## config.mk

```make
export PLATFORM = sky130hd
export DESIGN_NAME = cmp_timer
export DESIGN_NICKNAME = d
export VERILOG_FILES = /design/src/rtl/cmp_timer_pkg.sv /design/src/rtl/cmp_timer_prescale.sv /design/src/rtl/cmp_timer_counter.sv /design/src/rtl/cmp_timer_channel.sv /design/src/rtl/cmp_timer.sv
export SDC_FILE = /design/constraint.sdc
export NUM_CORES = 1
export LEC_CHECK = 0
export BUFFER_PORTS_ARGS = -buffer_cell sky130_fd_sc_hd__clkbuf_2
export CAP_MARGIN = 20
export CORE_MARGIN = 1.5
export CORE_UTILIZATION = 30
export CTS_CLUSTER_SIZE = 12
export DETAILED_ROUTE_END_ITERATION = 12
export GPL_ROUTABILITY_DRIVEN = 0
export PLACE_DENSITY_LB_ADDON = 0.1
export SLEW_MARGIN = 10
export SYNTH_ARGS = -nofsm -noshare
export SYNTH_HDL_FRONTEND = slang
export SYNTH_HIERARCHICAL = 1
export SYNTH_SLANG_ARGS = --single-unit
```

## constraint.sdc

```tcl
create_clock -name clk -period 3.1 [get_ports clk]
set_input_delay 0.155 -clock clk [delete_from_list [all_inputs] [get_ports clk]]
set_output_delay 0.155 -clock clk [all_outputs]
set_load 0.02 [all_outputs]
```

## src/rtl/cmp_timer_pkg.sv

```systemverilog
package cmp_timer_pkg;
    localparam int unsigned PS_W       = 3;
    localparam int unsigned MODE_W     = 4;
    localparam int unsigned OFS_CTRL   = 'h10;
    localparam int unsigned OFS_COUNT  = 'h14;
    localparam int unsigned OFS_WRAP   = 'h18;
    localparam int unsigned OFS_FLAGS  = 'h1C;
    localparam int unsigned OFS_CHCTL  = 'h20;
    localparam int unsigned OFS_CHVAL  = 'h24;
    localparam logic [1:0]        RUN_TICK  = 2'd1;
    localparam logic [MODE_W-1:0] CH_SWCMP  = 4'h4;

    typedef struct packed {
        logic [1:0]      run;
        logic [PS_W-1:0] ps;
    } tmr_ctrl_t;
endpackage

```

## src/rtl/cmp_timer_prescale.sv

```systemverilog
module cmp_timer_prescale
    import cmp_timer_pkg::*;
(
    input  logic      clk,
    input  logic      rst_n,
    input  logic      ctrl_we,
    input  tmr_ctrl_t ctrl_wdata,
    output tmr_ctrl_t ctrl,
    output logic      tick
);
    localparam int unsigned DIV_W = (1 << PS_W) - 1;

    typedef struct packed {
        tmr_ctrl_t        ctrl;
        logic [DIV_W-1:0] div;
    } pre_state_t;

    pre_state_t st_d, st_q;
    logic [DIV_W-1:0] mask;

    always_comb begin
        mask = (DIV_W'(1) << st_q.ctrl.ps) - DIV_W'(1);
        tick = (st_q.ctrl.run == RUN_TICK) && ((st_q.div & mask) == mask);
        st_d = st_q;
        if (st_q.ctrl.run == RUN_TICK) st_d.div = st_q.div + DIV_W'(1);
        else                           st_d.div = '0;
        if (ctrl_we) begin
            st_d.ctrl = ctrl_wdata;
            st_d.div  = '0;
        end
    end

    always_ff @(posedge clk or negedge rst_n) begin
        if (!rst_n) st_q <= '0;
        else        st_q <= st_d;
    end

    assign ctrl = st_q.ctrl;

    // A divided rate never produces two ticks in a row
    assert_tick_spacing_R3: assert property (@(posedge clk) disable iff (!rst_n)
        (tick && st_q.ctrl.ps != '0 && !ctrl_we) |=> !tick);
endmodule

```

## src/rtl/cmp_timer_counter.sv

```systemverilog
module cmp_timer_counter #(
    parameter int unsigned CNT_W = 32
) (
    input  logic             clk,
    input  logic             rst_n,
    input  logic             tick,
    input  logic             clr,
    input  logic             wrap_we,
    input  logic [CNT_W-1:0] wrap_wdata,
    output logic [CNT_W-1:0] count,
    output logic [CNT_W-1:0] wrap,
    output logic             adv,
    output logic [CNT_W-1:0] cnt_next
);
    typedef struct packed {
        logic [CNT_W-1:0] cnt;
        logic [CNT_W-1:0] wrap;
    } cnt_state_t;

    cnt_state_t st_d, st_q;

    always_comb begin
        adv      = tick && !clr;
        cnt_next = (st_q.cnt == st_q.wrap) ? '0 : st_q.cnt + CNT_W'(1);
        st_d     = st_q;
        if (clr)      st_d.cnt  = '0;
        else if (adv) st_d.cnt  = cnt_next;
        if (wrap_we)  st_d.wrap = wrap_wdata;
    end

    always_ff @(posedge clk or negedge rst_n) begin
        if (!rst_n) begin
            st_q.cnt  <= '0;
            st_q.wrap <= '1;
        end else begin
            st_q <= st_d;
        end
    end

    assign count = st_q.cnt;
    assign wrap  = st_q.wrap;

    assert_hold_R2: assert property (@(posedge clk) disable iff (!rst_n)
        (!tick && !clr) |=> $stable(st_q.cnt));
    assert_wrap_R4: assert property (@(posedge clk) disable iff (!rst_n)
        (tick && !clr && st_q.cnt == st_q.wrap) |=> (st_q.cnt == '0));
    assert_clear_R5: assert property (@(posedge clk) disable iff (!rst_n)
        clr |=> (st_q.cnt == '0));
endmodule

```

## src/rtl/cmp_timer_channel.sv

```systemverilog
module cmp_timer_channel
    import cmp_timer_pkg::*;
#(
    parameter int unsigned CNT_W = 32
) (
    input  logic              clk,
    input  logic              rst_n,
    input  logic              adv,
    input  logic [CNT_W-1:0]  cnt_next,
    input  logic              ctl_we,
    input  logic [MODE_W-1:0] mode_wdata,
    input  logic              ie_wdata,
    input  logic              val_we,
    input  logic [CNT_W-1:0]  val_wdata,
    input  logic              clr_flag,
    output logic [MODE_W-1:0] mode,
    output logic              ie,
    output logic [CNT_W-1:0]  target,
    output logic              flag,
    output logic              irq,
    output logic              match_pulse
);
    typedef struct packed {
        logic [MODE_W-1:0] mode;
        logic              ie;
        logic [CNT_W-1:0]  target;
        logic              flag;
        logic              pulse;
    } ch_state_t;

    ch_state_t st_d, st_q;
    logic      match;

    always_comb begin
        match = adv && (st_q.mode == CH_SWCMP) && (cnt_next == st_q.target);
        st_d  = st_q;
        if (ctl_we) begin
            st_d.mode = mode_wdata;
            st_d.ie   = ie_wdata;
        end
        if (val_we)        st_d.target = val_wdata;
        if (match)         st_d.flag   = 1'b1;
        else if (clr_flag) st_d.flag   = 1'b0;
        st_d.pulse = match;
    end

    always_ff @(posedge clk or negedge rst_n) begin
        if (!rst_n) st_q <= '0;
        else        st_q <= st_d;
    end

    assign mode        = st_q.mode;
    assign ie          = st_q.ie;
    assign target      = st_q.target;
    assign flag        = st_q.flag;
    assign irq         = st_q.flag && st_q.ie;
    assign match_pulse = st_q.pulse;

    assert_match_sets_R6: assert property (@(posedge clk) disable iff (!rst_n)
        match |=> (flag && match_pulse));
    assert_sticky_R7: assert property (@(posedge clk) disable iff (!rst_n)
        (flag && !clr_flag) |=> flag);
    assert_set_wins_R8: assert property (@(posedge clk) disable iff (!rst_n)
        (match && clr_flag) |=> flag);
endmodule

```

## src/rtl/cmp_timer.sv

```systemverilog
module cmp_timer
    import cmp_timer_pkg::*;
#(
    parameter int unsigned ADDR_W = 8,
    parameter int unsigned DATA_W = 32
) (
    input  logic              clk,
    input  logic              rst_n,
    input  logic [ADDR_W-1:0] bus_addr,
    input  logic [DATA_W-1:0] bus_wdata,
    input  logic              bus_we,
    input  logic              bus_re,
    output logic [DATA_W-1:0] bus_rdata,
    output logic              irq,
    output logic              match_pulse
);
    localparam logic [ADDR_W-1:0] A_CTRL  = ADDR_W'(OFS_CTRL);
    localparam logic [ADDR_W-1:0] A_COUNT = ADDR_W'(OFS_COUNT);
    localparam logic [ADDR_W-1:0] A_WRAP  = ADDR_W'(OFS_WRAP);
    localparam logic [ADDR_W-1:0] A_FLAGS = ADDR_W'(OFS_FLAGS);
    localparam logic [ADDR_W-1:0] A_CHCTL = ADDR_W'(OFS_CHCTL);
    localparam logic [ADDR_W-1:0] A_CHVAL = ADDR_W'(OFS_CHVAL);

    tmr_ctrl_t         ctrl, ctrl_wdata;
    logic              tick, adv;
    logic [DATA_W-1:0] count, wrap, cnt_next, target;
    logic [MODE_W-1:0] ch_mode;
    logic              ch_ie, ch_flag;

    assign ctrl_wdata = tmr_ctrl_t'(bus_wdata[$bits(tmr_ctrl_t)-1:0]);

    cmp_timer_prescale i_pre (
        .clk        (clk),
        .rst_n      (rst_n),
        .ctrl_we    (bus_we && bus_addr == A_CTRL),
        .ctrl_wdata (ctrl_wdata),
        .ctrl       (ctrl),
        .tick       (tick)
    );

    cmp_timer_counter #(.CNT_W(DATA_W)) i_cnt (
        .clk        (clk),
        .rst_n      (rst_n),
        .tick       (tick),
        .clr        (bus_we && bus_addr == A_COUNT),
        .wrap_we    (bus_we && bus_addr == A_WRAP),
        .wrap_wdata (bus_wdata),
        .count      (count),
        .wrap       (wrap),
        .adv        (adv),
        .cnt_next   (cnt_next)
    );

    cmp_timer_channel #(.CNT_W(DATA_W)) i_ch (
        .clk         (clk),
        .rst_n       (rst_n),
        .adv         (adv),
        .cnt_next    (cnt_next),
        .ctl_we      (bus_we && bus_addr == A_CHCTL),
        .mode_wdata  (bus_wdata[MODE_W+1:2]),
        .ie_wdata    (bus_wdata[MODE_W+2]),
        .val_we      (bus_we && bus_addr == A_CHVAL),
        .val_wdata   (bus_wdata),
        .clr_flag    (bus_we && bus_addr == A_FLAGS && bus_wdata[0]),
        .mode        (ch_mode),
        .ie          (ch_ie),
        .target      (target),
        .flag        (ch_flag),
        .irq         (irq),
        .match_pulse (match_pulse)
    );

    always_comb begin
        bus_rdata = '0;
        if (bus_re) begin
            case (bus_addr)
                A_CTRL:  bus_rdata = DATA_W'(ctrl);
                A_COUNT: bus_rdata = count;
                A_WRAP:  bus_rdata = wrap;
                A_FLAGS: bus_rdata = DATA_W'(ch_flag);
                A_CHCTL: bus_rdata = DATA_W'({ch_ie, ch_mode, 2'b00});
                A_CHVAL: bus_rdata = target;
                default: bus_rdata = '0;
            endcase
        end
    end

    assert_idle_read_zero_R10: assert property (@(posedge clk) disable iff (!rst_n)
        !bus_re |-> (bus_rdata == '0));
endmodule

```

### Word level (Yosys, flattened, before mapping)

Index checks and enable logic that the tools add are counted.

| cells by class | value |
|---|---|
| reduce and logical (&&, ||, !) cells | 15 |
| eq/ne operators | 11 |
| shifts and indexed selects | 1 |
| bitwise logic cells | 1 |
| $add $sub $neg | 3 |
| mux-type cells | 9 |

Operators with widths:

| kind | number |
|---|---|
| $pmux 32 s6 | 1 |
| $mux 32 | 4 |
| $eq 32x32->1 | 2 |
| $add 32x1->32 const B | 1 |
| $eq 8x5->1 const B | 4 |
| $eq 8x6->1 const B | 2 |
| $mux 7 | 2 |
| $logic_and 1x1->1 | 12 |
| $add 7x1->7 const B | 1 |
| $and 7x7->7 | 1 |
| $eq 7x7->1 | 1 |
| $shl 1x3->7 const A | 1 |
| $sub 7x2->7 const B | 1 |
| $eq 4x3->1 const B | 1 |
| $reduce_bool 2->1 | 2 |
| $eq 2x1->1 const B | 1 |
| $mux 1 | 2 |
| $logic_not 1->1 | 1 |

| word-level totals | value |
|---|---|
| output and inout port bits | 34 |
| flip-flop bits (word level) | 115 |
| logic and storage cells | 50 |

### Logic depth before layout (Yosys ltp)

Gate-level depths: netlist of run 1.

| logic depth | value |
|---|---|
| word-level depth | 9 |
| depth in mapped cells | 12 |
| gate-level depth less buffers | 10 |

### Cells and area by module

Netlist of run 1, hierarchy kept.

By module, submodules not included:

| module | area an instance (um^2) | cells each | sequential area each (um^2) | instances |
|---|---|---|---|---|
| cmp_timer_counter | 4540.6 | 493 | 1641.6 | 1 |
| cmp_timer_channel | 1798.0 | 129 | 975.9 | 1 |
| cmp_timer | 948.4 | 140 | 0.0 | 1 |
| cmp_timer_prescale | 595.6 | 56 | 300.3 | 1 |

### Worst setup path after synthesis of run 1

Ideal clock, no wire load.

| timing | value |
|---|---|
| path kind | register to register |
| start | register i_cnt.st_q (netlist bit i_cnt/count[15]) |
| end | register i_ch.st_q (netlist bit i_ch/flag) |
| data required time | 3.004 ns |
| path slack | 0.517 ns |
| stages on the path, launching flop included | 13 |
| period minus slack after synthesis | 2.583 ns |
| setup time | 0.096 ns |
| arrival | 2.487 ns |
| cells stage by stage | dfrtp_1 buf_2 xor2_1 nor4_1 nand4_1 nor2_1 buf_2 buf_2 nor2_1 xor2_1 nor4_1 nand3_1 o32ai_2 |

| between the ends | value |
|---|---|
| word-level cells in the longest chain between the ends | 5 |
| elaborated cells on any way between the ends | 7 |

Ends and longest elaborated chain:

| what | RTL line | RTL |
|---|---|---|
| start, declared | cmp_timer_counter.sv:20 | `cnt_state_t st_d, st_q;` |
| start signal, assigned | cmp_timer_counter.sv:36 | `st_q <= st_d;` |
| $add 32x1->32 / $eq 32x32->1 (equally long branches) | cmp_timer_counter.sv:24 | `cnt_next = (st_q.cnt == st_q.wrap) ? '0 : st_q.cnt + CNT_W'(1);` |
| $mux 32 * | cmp_timer_counter.sv:24 |  |
| via cnt_next[20] | cmp_timer.sv:26 | `logic [DATA_W-1:0] count, wrap, cnt_next, target;` |
| $eq 32x32->1 * | cmp_timer_channel.sv:35 | `match = adv && (st_q.mode == CH_SWCMP) && (cnt_next == st_q.target);` |
| $logic_and 1x1->1 * | cmp_timer_channel.sv:35 |  |
| $mux 1 / $reduce_bool 2->1 (equally long branches) | n/a |  |
| end signal, assigned | cmp_timer_channel.sv:49 | `else st_q <= st_d;` |
| end, declared | cmp_timer_channel.sv:31 | `ch_state_t st_d, st_q;` |

The timed path passes the listed nets; every way through them passes the cells marked *.
A chain may end at the register's enable or synchronous reset.

### Final worst setup path of run 1

| timing | value |
|---|---|
| start | register i_cnt.st_q (netlist bit i_cnt/count[0]) |
| end | register i_ch.st_q (netlist bit i_ch/flag) |

The elaborated chain is that of the path after synthesis.

==> summary.md, run 1 <==
| Metric | Value |
|---|---|
| CP Launch Type | register |
| Origin of the worst min-delay path | bus_wdata[15] |
| P_sw | 0.00104 W |
| Capturing point of the worst reg2reg path | i_ch/flag$_DFFE_PN0P_ |
| Worst endpoint required time | 3420 ps |
| Portion of netlist area occupied by mux cells | 10.7% |
| Vias | just under 7000 |
| Die outline area | ~27000 sq um |
| Max-slew violations | 0 |
| Count of max-cap constraint violations | 0 |
| GR Layer Usage met2 | between 30% and 40% |
| Largest voltage drop on the vdd net | 371 uV |
| Number of global-route vias before repair | 6604 |
| Total of flip-flops plus latches after synthesis | between 100 and 150 |
| Synth Area in XOR/XNOR | 10.8% |
| IO buf count | 77 |
| Largest cells by area after synthesis | dfrtp_1, dfstp_2, mux2_2, xor2_1, nor2_1 |
| Fmax achieved | about 350 MHz |
| Outcome | finished, final reports clean |
| Switching portion of total power | approximately 25% |
| CTS Buf Count | 17 |
| Number of synthesized flops with an enable pin | 0 |
| Largest fanout of any net on the critical path | 8 |
| Largest area contributor in the netlist | dfrtp_1 |
| Kind of critical path | reg2reg |
| Net count of the finished layout | roughly 960 |
| Complex-gate fraction of the synthesized area | approximately 14% |
| Dpl hpwl | around 20000 um |
| Synth async-reset ratio | 100% |
| Antenna Cells | 0 |
| Number of unique standard cell types used by synthesis | between 60 and 70 |
| CP Data Arrival Time | about 3200 ps |
| Setup repair after global routing missed its margin | false |
| Largest family of logic cells by synthesized area | simple AND/OR/NAND/NOR gates |
| Nets in the synthesized netlist | approximately 860 |
| Final ANT Viol Nets | 0 |
| Final Non-Filler Cells | 1261 |
| Placement Setup Slack | 102 ps |
| Period utilization | 93.1% |
| Initial antenna violation count | 0 |
| Later-pin clock latency in the skew report | 420 ps |
| Worst Reg2Reg Path Length in Cells | 9 |
| Logic pwr share | under 10% |
| Overall track demand over capacity in global routing | 21.7% |
| Wire length of the first global-routing pass | between 40000 and 50000 um |
| Top-level I/O count | slightly below 80 |
| Area of the mapped netlist | between 7000 and 8000 sq um |
| Max clock buf depth | 2 |
| Part of the power in registers | around 39% |
| Worst setup EP type | register |
| Iteration count of the initial detailed-routing pass | 5 |
| Endpoint, Worst Hold | i_ch/target[15]$_DFFE_PN0P_ |
| Leak pwr | 4.31 nW |
| Height of the die | between 150 and 200 um |
| Class of the tightest hold or removal check | in2reg |
| Overall die width | approximately 170 um |
| Minimum setup slack among reg-to-reg paths | 210 ps |
| Effective utilization at floorplan | between 30 and 40% |
| Number of warnings reported in the yosys synthesis log | 6 |
| Most frequently used cell type in the post-synthesis netlist | nor2_1 |
| Largest clock skew in the final design | 12.6 ps |
| Post-Route Setup TNS | 0 ps |
| Gr busiest metal | met2 |
| Synthesized netlist cell count | 818 |
| H-tree depth | 4 |
| Row Count | a little under 60 |
| GR Overflow Total | 0 |
| Relative contribution of the clock network to total power | 52.3% |
| Setup Viol. Count Final | 0 |
| Remaining routing DRC violations | 0 |
| Measured slew at the worst slew-check pin | 720 ps |
| Layout-stage area growth over the synthesis result | 21.5% |
| Fin util | 37.0% |
| Share of the synthesized area in the top cell type | 26.3% |
| Number of sinks on the clock net | approximately 120 |
| Cell Pwr Density | approximately 440 nW/um^2 |
| Internal power | 0.00319 W |
| Most instantiated flip-flop cell in the synthesis netlist | dfrtp_1 |
| Count of placed standard cells including taps | 1205 |
| Via density per instance | ~5.3 |
| Clock tree root driver cell | clkbuf_16 |
| Largest net degree at the start of global routing | 55 |
| Met1 usage | between 30% and 40% |
| WL final | 28500 um |
| Arithmetic-cell share of the synthesized area counting full adders, half adders and majority gates | less than 1% |
| Hold Path Cell Cnt | 2 |
| Number of violations reported at the end of detailed-routing iteration 0 | 490 |
| CTS tree | yes |
| Simple-gate share of the synthesized area | between 10% and 20% |
| Post-synthesis sequential area ratio | 37.0% |
| Average instance area after synthesis | 9.64 sq um |
| Min cycle time layout | ~2900 ps |
| Global routing usage on met3 | between 3 and 4% |
| Normalized max-slew margin | a little over 50% |
| Area of the placeable core | around 26000 sq um |
| Number of hold-slack violations in the final timing report | 0 |
| Most frequent cells after synthesis | nor2_1, dfrtp_1, xor2_1, mux2_2, nand2_1 |
| Setup slack after layout | approximately 210 ps |
| Worst flop-to-flop path startpoint | i_cnt/count[0]$_DFFE_PN0P_ |
| Ratio of cells with drive above 1 in the final layout | 32.8% |
| DR WL/cell | 22.6 um |
| Clock edge transition at the registers on the reported setup and hold paths | about 60 ps |
==> layout make-up <==
| type | count | area, sq um |
|---|---|---|
| Sequential cell | 115 | 2920 |
| Clock inverter | 12 | 204 |
| Clock buffer | 20 | 447 |
| Fill cell | 2625 | 16300 |
| Inverter | 4 | 15.0 |
| Multi-Input combinational cell | 615 | 4480 |
| Timing Repair Buffer | 160 | 1090 |
| Tap cell | 335 | 419 |
==> state kept, by name (all words and copies together) (netlist names) <==
register,flops
i_pre/ctrl,5
i_ch/mode,4
i_ch/flag,1
i_ch/ie,1
i_cnt/wrap,32
i_ch/match_pulse,1
i_ch/target,32
i_cnt/count,32
i_pre/st_q,7
==> power by group through the flow <==
stage	combinational (W)	sequential [W]	clock (W)
finish	0.000370	0.00165	0.00222
global route	0.000404	0.00165	0.00233
CTS	0.000365	0.00165	0.00227
detailed placement	0.000340	0.00167	0
global placement	0.000341	0.00167	0
floorplan	0.000187	0.00164	0
==> worst max path at each step <==
stage                             to                   startpoint
3_3_place_gp   i_ch/flag$_DFFE_PN0P_   i_cnt/wrap[29]$_DFFE_PN1P_
5_1_grt        i_ch/flag$_DFFE_PN0P_   i_cnt/count[4]$_DFFE_PN0P_
4_1_cts        i_ch/flag$_DFFE_PN0P_   i_cnt/wrap[29]$_DFFE_PN1P_
3_5_place_dp   i_ch/flag$_DFFE_PN0P_   i_cnt/wrap[29]$_DFFE_PN1P_
6_report       i_ch/flag$_DFFE_PN0P_   i_cnt/count[0]$_DFFE_PN0P_
2_1_floorplan  i_ch/flag$_DFFE_PN0P_  i_cnt/count[15]$_DFFE_PN0P_
==> timing repair <==
action / in CTS / in global routing
setup buffers: 0 / 1
hold buffers: 23 / 0
hold endpoints to repair: 80 / 0
endpoints found under the setup margin: 0 / 2
gates resized for setup: 0 / 9
==> layer usage <==
layer	vias to the layer above	share of wire (%)	wire, um
met5	-	0	0
met4	0	1.1	323
met3	17	4.4	1250
met2	177	46	13000
met1	3396	49	13900
li1	3146	-	-
==> cells in the final DEF (no fill, tap or decap), types with 17 or more instances in the layout <==
| cell | netlist | final |
|---|---|---|
| nor2_1 | 102 | 101 |
| nand2_1 | 49 | 49 |
| mux2_2 | 71 | 71 |
| a22o_1 | 34 | 34 |
| dfstp_2 | 32 | 32 |
| xor2_1 | 76 | 76 |
| a22oi_1 | 30 | 30 |
| clkbuf_2 | 1 | 76 |
| dfrtp_1 | 83 | 81 |
| buf_4 | 11 | 59 |
| o21ai_0 | 24 | 24 |
| and3_1 | 21 | 21 |
| nand3_1 | 19 | 19 |
| xnor2_1 | 21 | 21 |
| clkbuf_16 | 0 | 17 |
| dlygate4sd3_1 | 0 | 23 |
==> per-stage QoR <==
step	area (sq um)	hold WS, ps	power, W
2_1_floorplan	7880	-141	0.00182
5_1_grt	9580	0.604	0.00439
4_1_cts	9520	6.18	0.00428
3_3_place_gp	8640	237	0.00201
6_report	9580	20.1	0.00423
3_5_place_dp	8640	229	0.00201
==> logic make-up after synthesis <==
logic type,Yosys count
multiplexers,74
adder cells (fa/ha/maj),2
flip-flops,115
AND/OR/NAND/NOR,289
XOR/XNOR,97
buffers and inverters,88
AO/OA/AOI/OAI,153
==> critical path: stages (launching register included) <==
cell and delay [ps]:
dfrtp_1 520, ha_1 260, nand3_1 210, nor4_1 660, xnor2_1 210, nor2_1 70
xor2_1 140, nor4_1 280, nand3_1 170, o32ai_2 260
No activity file was read; power rests on OpenSTA's default activity.
==> run 2, diff against run 1 <==
--- a/config.mk
+++ b/config.mk
@@ -8,11 +8,11 @@
 export BUFFER_PORTS_ARGS = -buffer_cell sky130_fd_sc_hd__clkbuf_2
 export CAP_MARGIN = 20
 export CORE_MARGIN = 1.5
-export CORE_UTILIZATION = 30
+export CORE_UTILIZATION = 60
 export CTS_CLUSTER_SIZE = 12
 export DETAILED_ROUTE_END_ITERATION = 12
 export GPL_ROUTABILITY_DRIVEN = 0
-export PLACE_DENSITY_LB_ADDON = 0.1
+export PLACE_DENSITY = 0.85
 export SLEW_MARGIN = 10
 export SYNTH_ARGS = -nofsm -noshare
 export SYNTH_HDL_FRONTEND = slang
==> run 2 against run 1 <==
Net effect:
- count of clock-buffer cells in the layout grew 8
- first-iteration DRC count grew to 3.4 times the previous value
- via count increased by 14%
- sequential cell count did not move
- utilization is 35 points higher
==> summary.md, run 2 (synthesis gave the netlist of run 1 again) <==
| Metric | Value |
|---|---|
| Ratio of cells with drive above 1 in the final layout | 30.3% (-2.5 points) |
| Layout-stage area growth over the synthesis result | 16.5% |
| Worst setup EP type | register |
| Max-slew violations | 0 (unchanged) |
| Kind of critical path | reg2reg |
| Placement Setup Slack | -43.8 ps (-145 ps) |
| IO buf count | 77 (unchanged) |
| Setup slack after layout | 136 ps (-77.9 ps) |
| H-tree depth | 4 (unchanged) |
| Count of placed standard cells including taps | 1023 (-15%) |
| Row Count | 41 (-31%) |
| Count of max-cap constraint violations | 0 (unchanged) |
| Fmax achieved | 337 MHz (-2.6%) |
| GR Overflow Total | 0 (unchanged) |
| Measured slew at the worst slew-check pin | 857 ps (+138 ps) |
| Period utilization | 95.6% (+2.5 points) |
| Effective utilization at floorplan | 62.0% (+32 points) |
| Initial antenna violation count | 0 (unchanged) |
| Largest clock skew in the final design | 8.25 ps (-4.33 ps) |
| Final ANT Viol Nets | 0 (unchanged) |
| Vias | 7650 (+14%) |
| Antenna Cells | 0 (unchanged) |
| Area of the placeable core | 12700 sq um (-51%) |
| Setup Viol. Count Final | 0 (unchanged) |
| Clock edge transition at the registers on the reported setup and hold paths | 50 ps (about the same) |
| Via density per instance | 7.05 (+32%) |
| Normalized max-slew margin | 42.4% (-9.2 points) |
| Top-level I/O count | 78 (unchanged) |
| CP Launch Type | register |
| Largest net degree at the start of global routing | 61 (+11%) |
| Most common library cell in the layout ignoring fill and taps | nor2_1 |
| Dpl hpwl | 15600 um (-24%) |
| WL final | 25900 um (-9.1%) |
| Overall die width | 118 um (-29%) |
| Max clock buf depth | 2 (unchanged) |
| Clock tree root driver cell | clkbuf_16 |
| Number of hold-slack violations in the final timing report | 0 (unchanged) |
| Number of global-route vias before repair | 7309 (+11%) |
| Cell Pwr Density | 426 nW/um^2 (-3.6%) |
| Leak pwr | 4.20 nW (-2.4%) |
| Fin util | 72.2% (+35 points) |
| Largest fanout of any net on the critical path | 8 (unchanged) |
| Net count of the finished layout | 946 (-1.4%) |
| Min cycle time layout | 2960 ps (+77.9 ps) |
| Final Non-Filler Cells | 1085 (-14%) |
| Overall track demand over capacity in global routing | 37.4% (+16 points) |
| Layout fillers | 790 (-70%) |
| Leading cell types in the layout, fill and taps excluded | nor2_1, dfrtp_1, xor2_1, clkbuf_2, mux2_2 |
| Post-route design area | 9180 sq um (-4.1%) |
| CTS Buf Count | 17 (unchanged) |
| Area taken by flip-flops and latches | 2920 sq um (about the same) |
| Worst endpoint required time | 3440 ps (+20 ps) |
| Later-pin clock latency in the skew report | 430 ps (about the same) |
| Height of the die | 118 um (-29%) |
| DR WL/cell | 23.8 um (+5.6%) |
| Placed cell areas | 8290 sq um (-4.1%) |
| Remaining routing DRC violations | 0 (unchanged) |
| Number of violations reported at the end of detailed-routing iteration 0 | 1681 (+240%) |
| Class of the tightest hold or removal check | in2reg |
| Number of sinks on the clock net | 115 (unchanged) |
| Worst hold slack | 6.21 ps (-13.9 ps) |
| Die outline area | 13800 sq um (-49%) |
| CP Data Arrival Time | 3310 ps (+100 ps) |
| Outcome | finished, final reports clean |
| Setup repair after global routing missed its margin | false |
| Largest voltage drop on the vdd net | 419 uV (+13%) |
| CTS tree | yes |
| Iteration count of the initial detailed-routing pass | 6 (+1) |
| Footprint of the multi-input gates | 4460 sq um (-0.36%) |
| Wire length of the first global-routing pass | 40800 um (-5.8%) |
## run 2: area by class of cell
| type | instances | share of cell area, % |
|---|---|---|
| well taps | 172 | 2.34 |
| clock inverters | 4 | 0.518 |
| repair buffers | 147 | 11.0 |
| inverters | 4 | 0.163 |
| multi-input cells | 615 | 48.6 |
| flip-flops and latches | 115 | 31.8 |
| clock buffers | 28 | 5.63 |
## run 2: power by group
group / switching (W) / internal, W / leakage (nW)
registers: 0.0000801 / 0.00157 / 1.45
logic: 0.000193 / 0.000158 / 2.47
clock network: 0.000703 / 0.00120 / 0.275
## run 2: per-layer routing
metal,vias to the layer above,global-route usage [%],part of all wire (%)
met1,3598,46.3,35
met3,195,10.4,12
met2,719,59.2,46
li1,3138,-,-
met5,-,0,0
met4,0,20.9,6.7
## run 2: path summary, 6_finish.rpt
check                                           start                         end  slack [ps]  cells past startpoint
min in group asynchronous                       rst_n     i_pre/st_q[6]$_DFF_PN0_         330                      2
max in group asynchronous                       rst_n  i_cnt/wrap[16]$_DFFE_PN1P_        1940                      3
max reg2reg                i_cnt/count[0]$_DFFE_PN0P_       i_ch/flag$_DFFE_PN0P_         140                     11
max                        i_cnt/count[0]$_DFFE_PN0P_       i_ch/flag$_DFFE_PN0P_         140                     11
min reg2reg                   i_pre/st_q[0]$_DFF_PN0_     i_pre/st_q[0]$_DFF_PN0_         520                      1
min                                      bus_wdata[4]   i_cnt/wrap[4]$_DFFE_PN1P_           6                      2
## run 2: repair_timing
action	CTS	global route
hold buffers	29	0
setup endpoints to repair	2	2
gates resized for setup	1	5
setup buffers	0	1
pin swaps	0	1
hold endpoints to repair	93	0
## run 2: per-stage QoR
stage                     total power, W  setup TNS (ps)
after detailed placement         0.00197           -62.1
after CTS                        0.00386               0
after global routing             0.00399               0
after floorplan                  0.00182               0
final                            0.00391               0
after global placement           0.00196               0
## run 2: critical path, stage by stage, from the launching register on
cell,delay [ps]
dfrtp_1,540
ha_2,320
and3_1,220
nand4_1,120
buf_4,200
nor3_4,240
xnor2_1,150
nor2_1,60
xor2_1,160
nor4_2,410
nand3_1,190
o32ai_2,260
